File: src/rtl/page_commit_buffer.sv
module page_commit_buffer #(
  parameter int AW     = 8,
  parameter int CYCLES = 40
) (
  input  logic          clk,
  input  logic          rst_n,
  input  logic          wr_stb,
  input  logic [AW-1:0] wr_addr,
  input  logic [7:0]    wr_data,
  input  logic          nv_only,
  input  logic          stop,
  input  logic          inhibit,
  output logic          busy,
  output logic          dropped,
  output logic          cm_valid,
  output logic [AW-3:0] cm_page,
  output logic [31:0]   cm_data,
  output logic [3:0]    cm_mask,
  output logic          cm_slow
);
  localparam int CW = $clog2(CYCLES + 1);

  logic [31:0]   data_q;
  logic [3:0]    mask_q;
  logic [1:0]    ptr_q;
  logic [AW-3:0] page_q;
  logic          nv_q;
  logic [CW-1:0] cnt_q;

  wire       first  = (mask_q == 4'b0);
  wire [1:0] lane   = first ? wr_addr[1:0] : ptr_q;
  wire       accept = wr_stb && !busy && !stop;
  wire       launch = stop && !busy && !first;
  wire       slow   = !inhibit || nv_q;

  assign busy = (cnt_q != '0);

  always_ff @(posedge clk) begin
    if (!rst_n) begin
      data_q   <= '0;
      mask_q   <= '0;
      ptr_q    <= '0;
      page_q   <= '0;
      nv_q     <= 1'b0;
      cnt_q    <= '0;
      dropped  <= 1'b0;
      cm_valid <= 1'b0;
      cm_page  <= '0;
      cm_data  <= '0;
      cm_mask  <= '0;
      cm_slow  <= 1'b0;
    end else begin
      cm_valid <= 1'b0;
      if (busy) cnt_q <= cnt_q - CW'(1);
      if (wr_stb && busy) dropped <= 1'b1;
      if (launch) begin
        cm_valid <= 1'b1;
        cm_page  <= page_q;
        cm_data  <= data_q;
        cm_mask  <= mask_q;
        cm_slow  <= slow;
        if (slow) cnt_q <= CW'(CYCLES);
        data_q   <= '0;
        mask_q   <= '0;
        nv_q     <= 1'b0;
      end else if (accept) begin
        data_q[lane*8 +: 8] <= wr_data;
        mask_q[lane]        <= 1'b1;
        ptr_q               <= lane + 2'd1;
        nv_q                <= nv_q | nv_only;
        if (first) page_q <= wr_addr[AW-1:2];
      end
    end
  end
endmodule

File: config.mk
export PLATFORM = sky130hd
export DESIGN_NAME = page_commit_buffer
export DESIGN_NICKNAME = d
export VERILOG_FILES = /design/src/rtl/page_commit_buffer.sv
export SDC_FILE = /design/constraint.sdc
export NUM_CORES = 1
export LEC_CHECK = 0
export ABC_AREA = 0
export BUFFER_PORTS_ARGS = -buffer_cell sky130_fd_sc_hd__clkbuf_2
export CAP_MARGIN = 40
export CORE_MARGIN = 2
export CORE_UTILIZATION = 35
export DETAILED_ROUTE_END_ITERATION = 10
export PLACE_DENSITY = 0.64
export REMOVE_ABC_BUFFERS = 1
export SLEW_MARGIN = 20
export SYNTH_ARGS = -nofsm -noshare
export SYNTH_HDL_FRONTEND = slang
export SYNTH_SLANG_ARGS = --single-unit
File: constraint.sdc
create_clock -name clk -period 2.64 [get_ports clk]
set_input_delay 0.528 -clock clk [delete_from_list [all_inputs] [get_ports clk]]
set_output_delay 0.528 -clock clk [all_outputs]
set_load 0.03 [all_outputs]
==> results.sh, run 1 <==
export IMPL_drc=0
export IMPL_total_leakage_power_nw=1.76
export IMPL_crit_required_ns=2.11
export IMPL_fin_nets=431
export IMPL_synthArstFlopShare_pct=0
export IMPL_cts_max_level=3
export IMPL_finalClockSkew_ns=0.00804
export IMPL_clkTransAtPathRegs_ns=0.09
export IMPL_clkSinkCount=96
export IMPL_rsz0062_at_grt="false"
export IMPL_drtAntennaViolNets=0
export IMPL_fp_coreArea_sq_um=9770
export IMPL_syn_avg_cell_area_sq_um=11.0
export IMPL_synth_flop_cell="dfxtp_1"
export IMPL_num_vias=2652
export IMPL_yosys_top_cells_area="dfxtp_1, a22o_1, a21oi_1"
export IMPL_fin_crit_sh_pct=93.3
export IMPL_cts_root_buffer="clkbuf_8"
export IMPL_die_area_sq_um=10900
export IMPL_synth_top_area_cell="dfxtp_1"
export IMPL_crit_path_cell_trace="inv_1 > ha_2 > or4b_4 > nor2_8 > inv_4 > clkbuf_2"
export IMPL_cp_data_arrival_time_ns=1.93
export IMPL_clkLatencyLatePin_ns=0.36
export IMPL_hold_viol=0
export IMPL_cp_slowest_stage_delay_ns=0.52
export IMPL_drive_above_1_share_pct=29.1
export IMPL_syn_inst=320
export IMPL_min_period_ns=2.46
export IMPL_grt_max_degree=33
export IMPL_num_rows=36
export IMPL_synth_distinct_cells=36
export IMPL_holdCritStartpoint="nv_only"
export IMPL_grt_pass1_vias=2619
export IMPL_cts_tree="done"
export IMPL_cts_buffers=9
export IMPL_synth_most_common_cell="dfxtp_1"
export IMPL_vias_per_cell=4.93
export IMPL_p_per_area_nw_per_um2=765
export IMPL_max_freq_mhz=406
export IMPL_worst_setup_path_type="reg -> out"
export IMPL_synth_seq_area_share_pct=54.5
export IMPL_critPathBufInv=3
export IMPL_dieWidth_um=104
export IMPL_vdd_ir_drop_max_v=0.000290
export IMPL_antenna_found_initial=0
export IMPL_fillers=967
export IMPL_drv_slew=0
export IMPL_synth_top_cell_area_share_pct=54.5
export IMPL_min_path_type="in -> reg"
export IMPL_path_delay_family="simple AND/OR/NAND/NOR gates"
export IMPL_io_pins=68
export IMPL_grt_pass1_wl_um=12900
export IMPL_port_buffers=67
export IMPL_hpwlAfterDp_um=5660
export IMPL_timing_rr_start="mask_q[3]"
export IMPL_max_cap_violations=0
export IMPL_track_usage_pct=14.5
export IMPL_relSlewSlack_pct=52.9
export IMPL_num_antenna_cells=0
export IMPL_crit_path_top_delay_cell="or4b_4"
export IMPL_ys_top_cells_by_count="dfxtp_1, a22o_1, a21oi_1, nand2_1, nor2_1"
export IMPL_critical_path_peak_fanout=8
export IMPL_post_drt_wl_per_cell_um=14.5
export IMPL_routed_wl_um=7780
export IMPL_dieHeight_um=104
export IMPL_final_area_sq_um=4270
export IMPL_ys_warn_count=0
export IMPL_holdBufCountCts=0
export IMPL_end_kind="primary output"
export IMPL_worst_pin_slew_ns=0.698
export IMPL_totalPowerFinal_mw=3.27
export IMPL_fin_setup_tns_ns=0
export IMPL_initial_core_util_pct=36.1
export IMPL_synth_ff_latch_count=96
export IMPL_mappedNetlistArea_sq_um=3530
export IMPL_crit_start="cnt_q[0]"
export IMPL_drtIter0Drc=122
export IMPL_syn2layout_area_growth_pct=21.1
export IMPL_ctsLongestPathBuffers=2
export IMPL_status="complete, no violations"
export IMPL_place_congestion=0.749
export IMPL_setup_viol=0
export IMPL_gr_total_overflow=0
export IMPL_dr_pass1_iters=4
export IMPL_synth_edf_count=0
export IMPL_worst_setup_path_start_kind="flip-flop"
export IMPL_place_area_sq_um=4070
## layer usage
| metal | GRT usage (%) | part of all wire [%] |
|---|---|---|
| met4 | 5.89 | 1.2 |
| met5 | 0 | 0 |
| met2 | 22.3 | 46 |
| met1 | 19.6 | 49 |
| met3 | 3.57 | 3.8 |
## power by group
group / leakage (nW) / switching, mW / internal (mW) / total (mW)
clock network: 0.0875 / 0.496 / 0.375 / 0.870
registers: 0.775 / 0.0828 / 1.51 / 1.60
logic: 0.893 / 0.487 / 0.314 / 0.801
## layout by cell type, fill, tap and decap left out, types with 2 or more instances in the layout
cell type,synthesis,final
buf_4,0,18
nor4bb_1,2,2
nand2b_1,3,3
nor2_1,18,18
inv_1,6,6
dfxtp_1,96,96
nand3_1,12,12
nand4_1,8,8
nand2_1,22,22
clkbuf_8,0,10
a22o_1,59,59
clkbuf_2,0,67
nor4_4,4,4
mux2_2,2,2
or4_1,3,2
clkinvlp_4,0,2
ha_1,9,8
nor3_1,3,3
mux2i_1,10,9
a21oi_1,28,27
nand3b_1,2,2
## logic make-up (layout without fill, tap and decap cells)
logic type | after synthesis | after routing | share of synthesized area (%)
adders and majority gates | 9 | 9 | 3.19
buffers and inverters | 25 | 110 | 4.01
and+or+nand+nor | 84 | 84 | 14.8
AOI/OAI and AO/OA | 92 | 92 | 19.6
muxes | 12 | 12 | 3.48
xor gates and xnor gates | 2 | 2 | 0.497
DFF | 96 | 96 | 54.5
## through the flow
stage          setup WS [ns]  util, %  instances  hold slack, ns
2_1_floorplan         -0.606        -        303           0.428
3_3_place_gp           0.175     41.6        520           0.444
3_5_place_dp           0.137     41.6        521           0.450
4_1_cts               0.0571     43.5        537           0.398
5_1_grt              0.00161     43.7        538           0.419
6_report               0.178     43.7        538           0.408
## worst register-to-register path: cells and delay by family (launching register included)
kind	cells	cell delay (ns)
AO/OA/AOI/OAI	1	0.14
adder cells (fa/ha/maj)	1	0.30
buffers and inverters	2	0.29
flip-flops	1	0.36
multiplexers	2	0.63
AND/OR/NAND/NOR	3	0.68
## state kept, by name, summed over array words and instances, names as in the netlist
| signal | cells |
|---|---|
| mask_q | 4 |
| dropped | 1 |
| ptr_q | 2 |
| cm_mask | 4 |
| data_q | 32 |
| cnt_q | 6 |
| cm_data | 32 |
| cm_valid | 1 |
| cm_slow | 1 |
| page_q | 6 |
| nv_q | 1 |
| cm_page | 6 |
## path summary, 6_finish.rpt
check	end	slack [ns]	depth (start not counted)
max	busy	0.18	6
min	nv_q	0.41	3
max reg2reg	data_q[1]	0.19	9
min reg2reg	data_q[29]	0.46	2
## final cells by class
cell class	instances	area, sq um	share of cell area (%)
timing repair buffer	86	474	11.1
clock buffer	11	141	3.31
multi-input combinational	199	1500	35.0
clock inverter	5	40.0	0.937
inverter	8	32.5	0.761
sequential	96	1920	45.0
tap	133	166	3.89
## what timing repair did
item,in CTS,in global routing
pin swaps,0,1
setup buffers,0,1
hold endpoints to repair,0,0
resized for setup,1,4
endpoints found under the setup margin,1,12
Note: power is estimated with default switching activity, not from simulation.
==> inputs of run 2 (changes only) <==
PLACE_DENSITY = 0.62   (was 0.64)
clock period = 2.6 ns   (was 2.64 ns; I/O delays follow)
==> run 2 against run 1 <==
Setup slack got worse by 0.059 ns. Flip-flop and latch count unchanged. Clock skew grew 0.0034 ns. First-iteration DRC count is 1.6% higher. Clock power up 29%. Cell count up 0.93%. Utilization up 1.3 points. Global-route usage grew 0.41 points. Final area grew 2.9%. Wire length is 3.1% higher. Sequential power barely moved. Critical path type unchanged. Largest cell class unchanged.
==> results.sh, run 2 (same netlist as run 1, synthesis figures left out) <==
export IMPL_status="complete, no violations"
export IMPL_final_common_cell="dfxtp_1"
export IMPL_fin_nets=436
export IMPL_dieWidth_um=104
export IMPL_grt_max_degree=20
export IMPL_hpwlAfterDp_um=5740
export IMPL_die_area_sq_um=10900
export IMPL_min_period_ns=2.48
export IMPL_hold_viol=0
export IMPL_max_freq_mhz=403
export IMPL_io_pins=68
export IMPL_totalPowerFinal_mw=3.63
export IMPL_critical_path_peak_fanout=8
export IMPL_cts_max_level=3
export IMPL_drv_slew=0
export IMPL_crit_required_ns=2.08
export IMPL_num_antenna_cells=0
export IMPL_reg2reg_setup_slack_ns=0.21
export IMPL_track_usage_pct=14.9
export IMPL_gr_total_overflow=0
export IMPL_num_rows=36
export IMPL_grt_pass1_vias=2591
export IMPL_crit_path_cell_trace="inv_1 > ha_2 > or4b_4 > nor2_8 > inv_4 > clkbuf_2"
export IMPL_vdd_ir_drop_max_v=0.000320
export IMPL_fp_coreArea_sq_um=9770
export IMPL_relSlewSlack_pct=55.0
export IMPL_holdBufCountCts=0
export IMPL_port_buffers=67
export IMPL_syn2layout_area_growth_pct=24.7
export IMPL_finalClockSkew_ns=0.0114
export IMPL_vias_per_cell=4.87
export IMPL_final_area_sq_um=4400
export IMPL_post_drt_wl_per_cell_um=14.8
export IMPL_end_kind="primary output"
export IMPL_clkTransAtPathRegs_ns=0.09
export IMPL_fin_crit_sh_pct=95.4
export IMPL_fin_util_pct=45.0
export IMPL_path_delay_family="simple AND/OR/NAND/NOR gates"
export IMPL_antenna_found_initial=0
export IMPL_mostFrequentLayoutCells="dfxtp_1, clkbuf_2, a22o_1"
export IMPL_dp_cells=522
export IMPL_crit_path_top_delay_cell="or4b_4"
export IMPL_cp_data_arrival_time_ns=1.96
export IMPL_max_cap_violations=0
export IMPL_cp_slowest_stage_delay_ns=0.52
export IMPL_drtAntennaViolNets=0
export IMPL_stdcell_count=543
export IMPL_grt_pass1_wl_um=13200
export IMPL_worst_pin_slew_ns=0.673
export IMPL_cts_buffers=9
export IMPL_drc=0
export IMPL_min_path_type="in -> reg"
export IMPL_dr_pass1_iters=4
export IMPL_total_leakage_power_nw=1.82
export IMPL_cts_tree="done"
export IMPL_num_vias=2645
export IMPL_critPathBufInv=3
export IMPL_drive_above_1_share_pct=31.2
export IMPL_drtIter0Drc=124
export IMPL_ctsLongestPathBuffers=2
export IMPL_initial_core_util_pct=36.1
export IMPL_p_per_area_nw_per_um2=825
export IMPL_worst_setup_path_start_kind="flip-flop"
export IMPL_top_regs="cm_data x32, data_q x32"
export IMPL_place_area_sq_um=4080
export IMPL_place_congestion=0.768
export IMPL_routed_wl_um=8020
export IMPL_dieHeight_um=104
export IMPL_worst_setup_path_type="reg -> out"
export IMPL_setup_viol=0
export IMPL_fin_setup_tns_ns=0
export IMPL_clkSinkCount=96
export IMPL_clkLatencyLatePin_ns=0.36
export IMPL_cts_root_buffer="clkbuf_8"
export IMPL_rsz0062_at_grt="true"
## run 2: changes by cell type in the layout (fill, tap and decap cells not counted), sizes merged
cell | before | now
clkdlybuf4s15 | 0 | 1
clkinvlp | 2 | 1
bufinv | 0 | 2
clkinv | 2 | 1
buf | 19 | 23
## run 2: worst paths after layout
check	from	to	depth (start not counted)
max reg2reg	mask_q[3]	data_q[30]	9
max	cnt_q[0]	busy	6
min	nv_only	nv_q	3
min reg2reg	nv_q	nv_q	2
## run 2: where the power goes
part / switching (mW) / total, mW / internal [mW]
Combinational: 0.521 / 0.878 / 0.357
Sequential: 0.0864 / 1.62 / 1.54
Clock: 0.522 / 1.12 / 0.603
Total: 1.13 / 3.63 / 2.50
## run 2: per-stage QoR
step | setup WS (ns) | hold slack (ns)
final | 0.119 | 0.385
after global routing | -0.0138 | 0.384
after CTS | 0.0251 | 0.376
after detailed placement | 0.0955 | 0.447
after global placement | 0.116 | 0.444
after floorplan | -0.646 | 0.428
## run 2: cell type report
type / count / area [sq um]
Multi-Input combinational cell: 199 / 1520
Tap cell: 133 / 166
Clock inverter: 5 / 87.6
Clock buffer: 11 / 151
Timing Repair Buffer: 91 / 519
Sequential cell: 96 / 1920
Inverter: 8 / 32.5
Fill cell: 924 / 5380
## run 2: per-layer routing
metal | part of all wire [%] | up-vias | global-route usage, %
met4 | 1.1 | 0 | 6.56
li1 | - | 1358 | -
met5 | 0 | - | 0
met3 | 4.2 | 10 | 2.82
met2 | 46 | 59 | 23.6
met1 | 48 | 1218 | 19.9
## run 2: worst register-to-register path: cells and delay by family, from the launching register on
kind | cells | cell delay (ns)
flip-flops | 1 | 0.36
AND/OR/NAND/NOR | 3 | 1.08
adder cells (fa/ha/maj) | 1 | 0.19
buffers and inverters | 3 | 0.43
AO/OA/AOI/OAI | 1 | 0.07
multiplexers | 1 | 0.16
## run 2: repair_timing
| item | CTS | global route |
|---|---|---|
| buffers inserted | 1 | 4 |
| gates resized for setup | 1 | 8 |
| setup endpoints to repair | 1 | 31 |
| hold endpoints to repair | 0 | 0 |
| pin swaps | 0 | 4 |
==> inputs of run 3 (changes only) <==
GPL_TIMING_DRIVEN = 1   (was default)
PLACE_DENSITY = default   (was 0.62)
==> run 3 against run 2 <==
Wire length up 0.16%. Critical path type unchanged. Flip-flop and latch count stayed put. Non-clock buffer count is 4 lower. Final area is 1.1% lower. Highest routed layer unchanged. Count of clock-buffer cells in the layout shrank 1. Largest cell class unchanged. Critical endpoint unchanged.
==> results.sh, run 3 (same netlist as run 1, synthesis figures left out) <==
export IMPL_holdCritStartpoint="nv_only"
export IMPL_clkLatencyLatePin_ns=0.36
export IMPL_layout_setup_ws_ns=0.127
export IMPL_relSlewSlack_pct=42.5
export IMPL_drv_slew=0
export IMPL_io_pins=68
export IMPL_fin_nets=432
export IMPL_cts_tree="done"
export IMPL_cp_data_arrival_time_ns=1.95
export IMPL_hold_viol=0
export IMPL_post_drt_wl_per_cell_um=14.9
export IMPL_grt_pass1_vias=2603
export IMPL_critical_path_peak_fanout=8
export IMPL_max_freq_mhz=404
export IMPL_num_rows=36
export IMPL_cp_slowest_stage_delay_ns=0.52
export IMPL_ctsLongestPathBuffers=2
export IMPL_top_regs="cm_data x32, data_q x32"
export IMPL_initial_core_util_pct=36.1
export IMPL_pre_cts_ws_ns=0.00848
export IMPL_rsz0062_at_grt="true"
export IMPL_final_common_cell="dfxtp_1"
export IMPL_syn2layout_area_growth_pct=23.3
export IMPL_grt_pass1_wl_um=13400
export IMPL_min_path_type="in -> reg"
export IMPL_dieHeight_um=104
export IMPL_cts_buffers=9
export IMPL_cts_max_level=3
export IMPL_cts_root_buffer="clkbuf_8"
export IMPL_holdBufCountCts=0
export IMPL_fp_coreArea_sq_um=9770
export IMPL_antenna_found_initial=0
export IMPL_die_area_sq_um=10900
export IMPL_fin_setup_tns_ns=0
export IMPL_worst_setup_path_type="reg -> out"
export IMPL_gr_total_overflow=0
export IMPL_worst_pin_slew_ns=0.851
export IMPL_drc=0
export IMPL_hpwlAfterDp_um=5640
export IMPL_num_vias=2684
export IMPL_setup_viol=0
export IMPL_place_congestion=0.765
export IMPL_port_buffers=67
export IMPL_finalClockSkew_ns=0.0121
export IMPL_crit_path_cell_trace="inv_1 > ha_2 > or4b_4 > nor2_8 > inv_4 > clkbuf_2"
export IMPL_place_area_sq_um=4070
export IMPL_dp_cells=520
export IMPL_grt_max_degree=40
export IMPL_path_delay_family="simple AND/OR/NAND/NOR gates"
export IMPL_max_cap_violations=0
export IMPL_fin_crit_sh_pct=95.1
export IMPL_clkSinkCount=96
export IMPL_drive_above_1_share_pct=30.0
export IMPL_p_per_area_nw_per_um2=805
export IMPL_dr_pass1_iters=4
export IMPL_mostFrequentLayoutCells="dfxtp_1, clkbuf_2, a22o_1"
export IMPL_end_kind="primary output"
export IMPL_worst_setup_path_start_kind="flip-flop"
export IMPL_timing_rr_start="mask_q[3]"
export IMPL_drtAntennaViolNets=0
export IMPL_crit_path_top_delay_cell="or4b_4"
export IMPL_routed_wl_um=8030
export IMPL_drtIter0Drc=73
export IMPL_crit_required_ns=2.08
export IMPL_total_leakage_power_nw=1.78
export IMPL_vias_per_cell=4.98
export IMPL_clkTransAtPathRegs_ns=0.09
export IMPL_dieWidth_um=104
export IMPL_status="complete, no violations"
export IMPL_min_period_ns=2.47
export IMPL_track_usage_pct=15.1
export IMPL_fin_util_pct=44.5
export IMPL_crit_start="cnt_q[0]"
export IMPL_final_area_sq_um=4350
export IMPL_num_antenna_cells=0
export IMPL_stdcell_count=539
export IMPL_critPathBufInv=3
export IMPL_vdd_ir_drop_max_v=0.000356
[run 3: changes by cell type in the layout (fill, tap and decap cells not counted), moves of 2 or more]
| cell | before | now |
|---|---|---|
| buf_4 | 23 | 18 |
| clkbuf_8 | 11 | 9 |
| ha_4 | 0 | 2 |
| nor4bb_1 | 0 | 2 |
| nor4bb_2 | 2 | 0 |
[run 3: final timing paths]
check | endpoint | slack (ns) | depth (start not counted)
max reg2reg | data_q[18] | 0.16 | 9
min reg2reg | data_q[26] | 0.46 | 2
max | busy | 0.13 | 6
min | nv_q | 0.39 | 3
[run 3: metal layers]
layer | up-vias | track usage (%) | part of all wire (%) | wire length [um]
met5 | - | 0 | 0 | 0
met4 | 0 | 5.21 | 1.6 | 129
met3 | 10 | 2.82 | 3.2 | 259
met2 | 44 | 23.7 | 47 | 3750
met1 | 1280 | 20.8 | 48 | 3890
li1 | 1350 | - | - | -
[run 3: layout make-up]
| class | count | area, sq um |
|---|---|---|
| Inverter | 8 | 32.5 |
| Multi-Input combinational cell | 199 | 1530 |
| Clock buffer | 10 | 128 |
| Fill cell | 960 | 5420 |
| Clock inverter | 6 | 80.1 |
| Sequential cell | 96 | 1920 |
| Tap cell | 133 | 166 |
| Timing Repair Buffer | 87 | 494 |
[run 3: where the power goes]
group / internal, mW / switching, mW
clock: 0.460 / 0.542
combinational: 0.363 / 0.519
sequential: 1.54 / 0.0835
total: 2.36 / 1.14
[run 3: worst register-to-register path, cell delays in order, from the launching register on]
cell and delay (ns):
dfxtp_1 0.37, nor4_2 0.30, buf_4 0.16, mux2_2 0.35, inv_2 0.13, buf_4 0.15, ha_1 0.13, nand3b_1 0.14
nor4_4 0.47, a22o_1 0.20
[run 3: stage by stage]
stage	power [mW]	hold WS, ns
floorplan	2.17	0.428
global placement	2.42	0.442
detailed placement	2.44	0.446
CTS	3.47	0.387
global route	3.69	0.394
finish	3.50	0.394
[run 3: repair_timing]
action,in CTS,in global routing
setup buffers,1,2
gates cloned,0,0
setup endpoints to repair,9,20
pin swaps,0,3
gates resized for setup,3,7
endpoints found under the hold margin,0,0
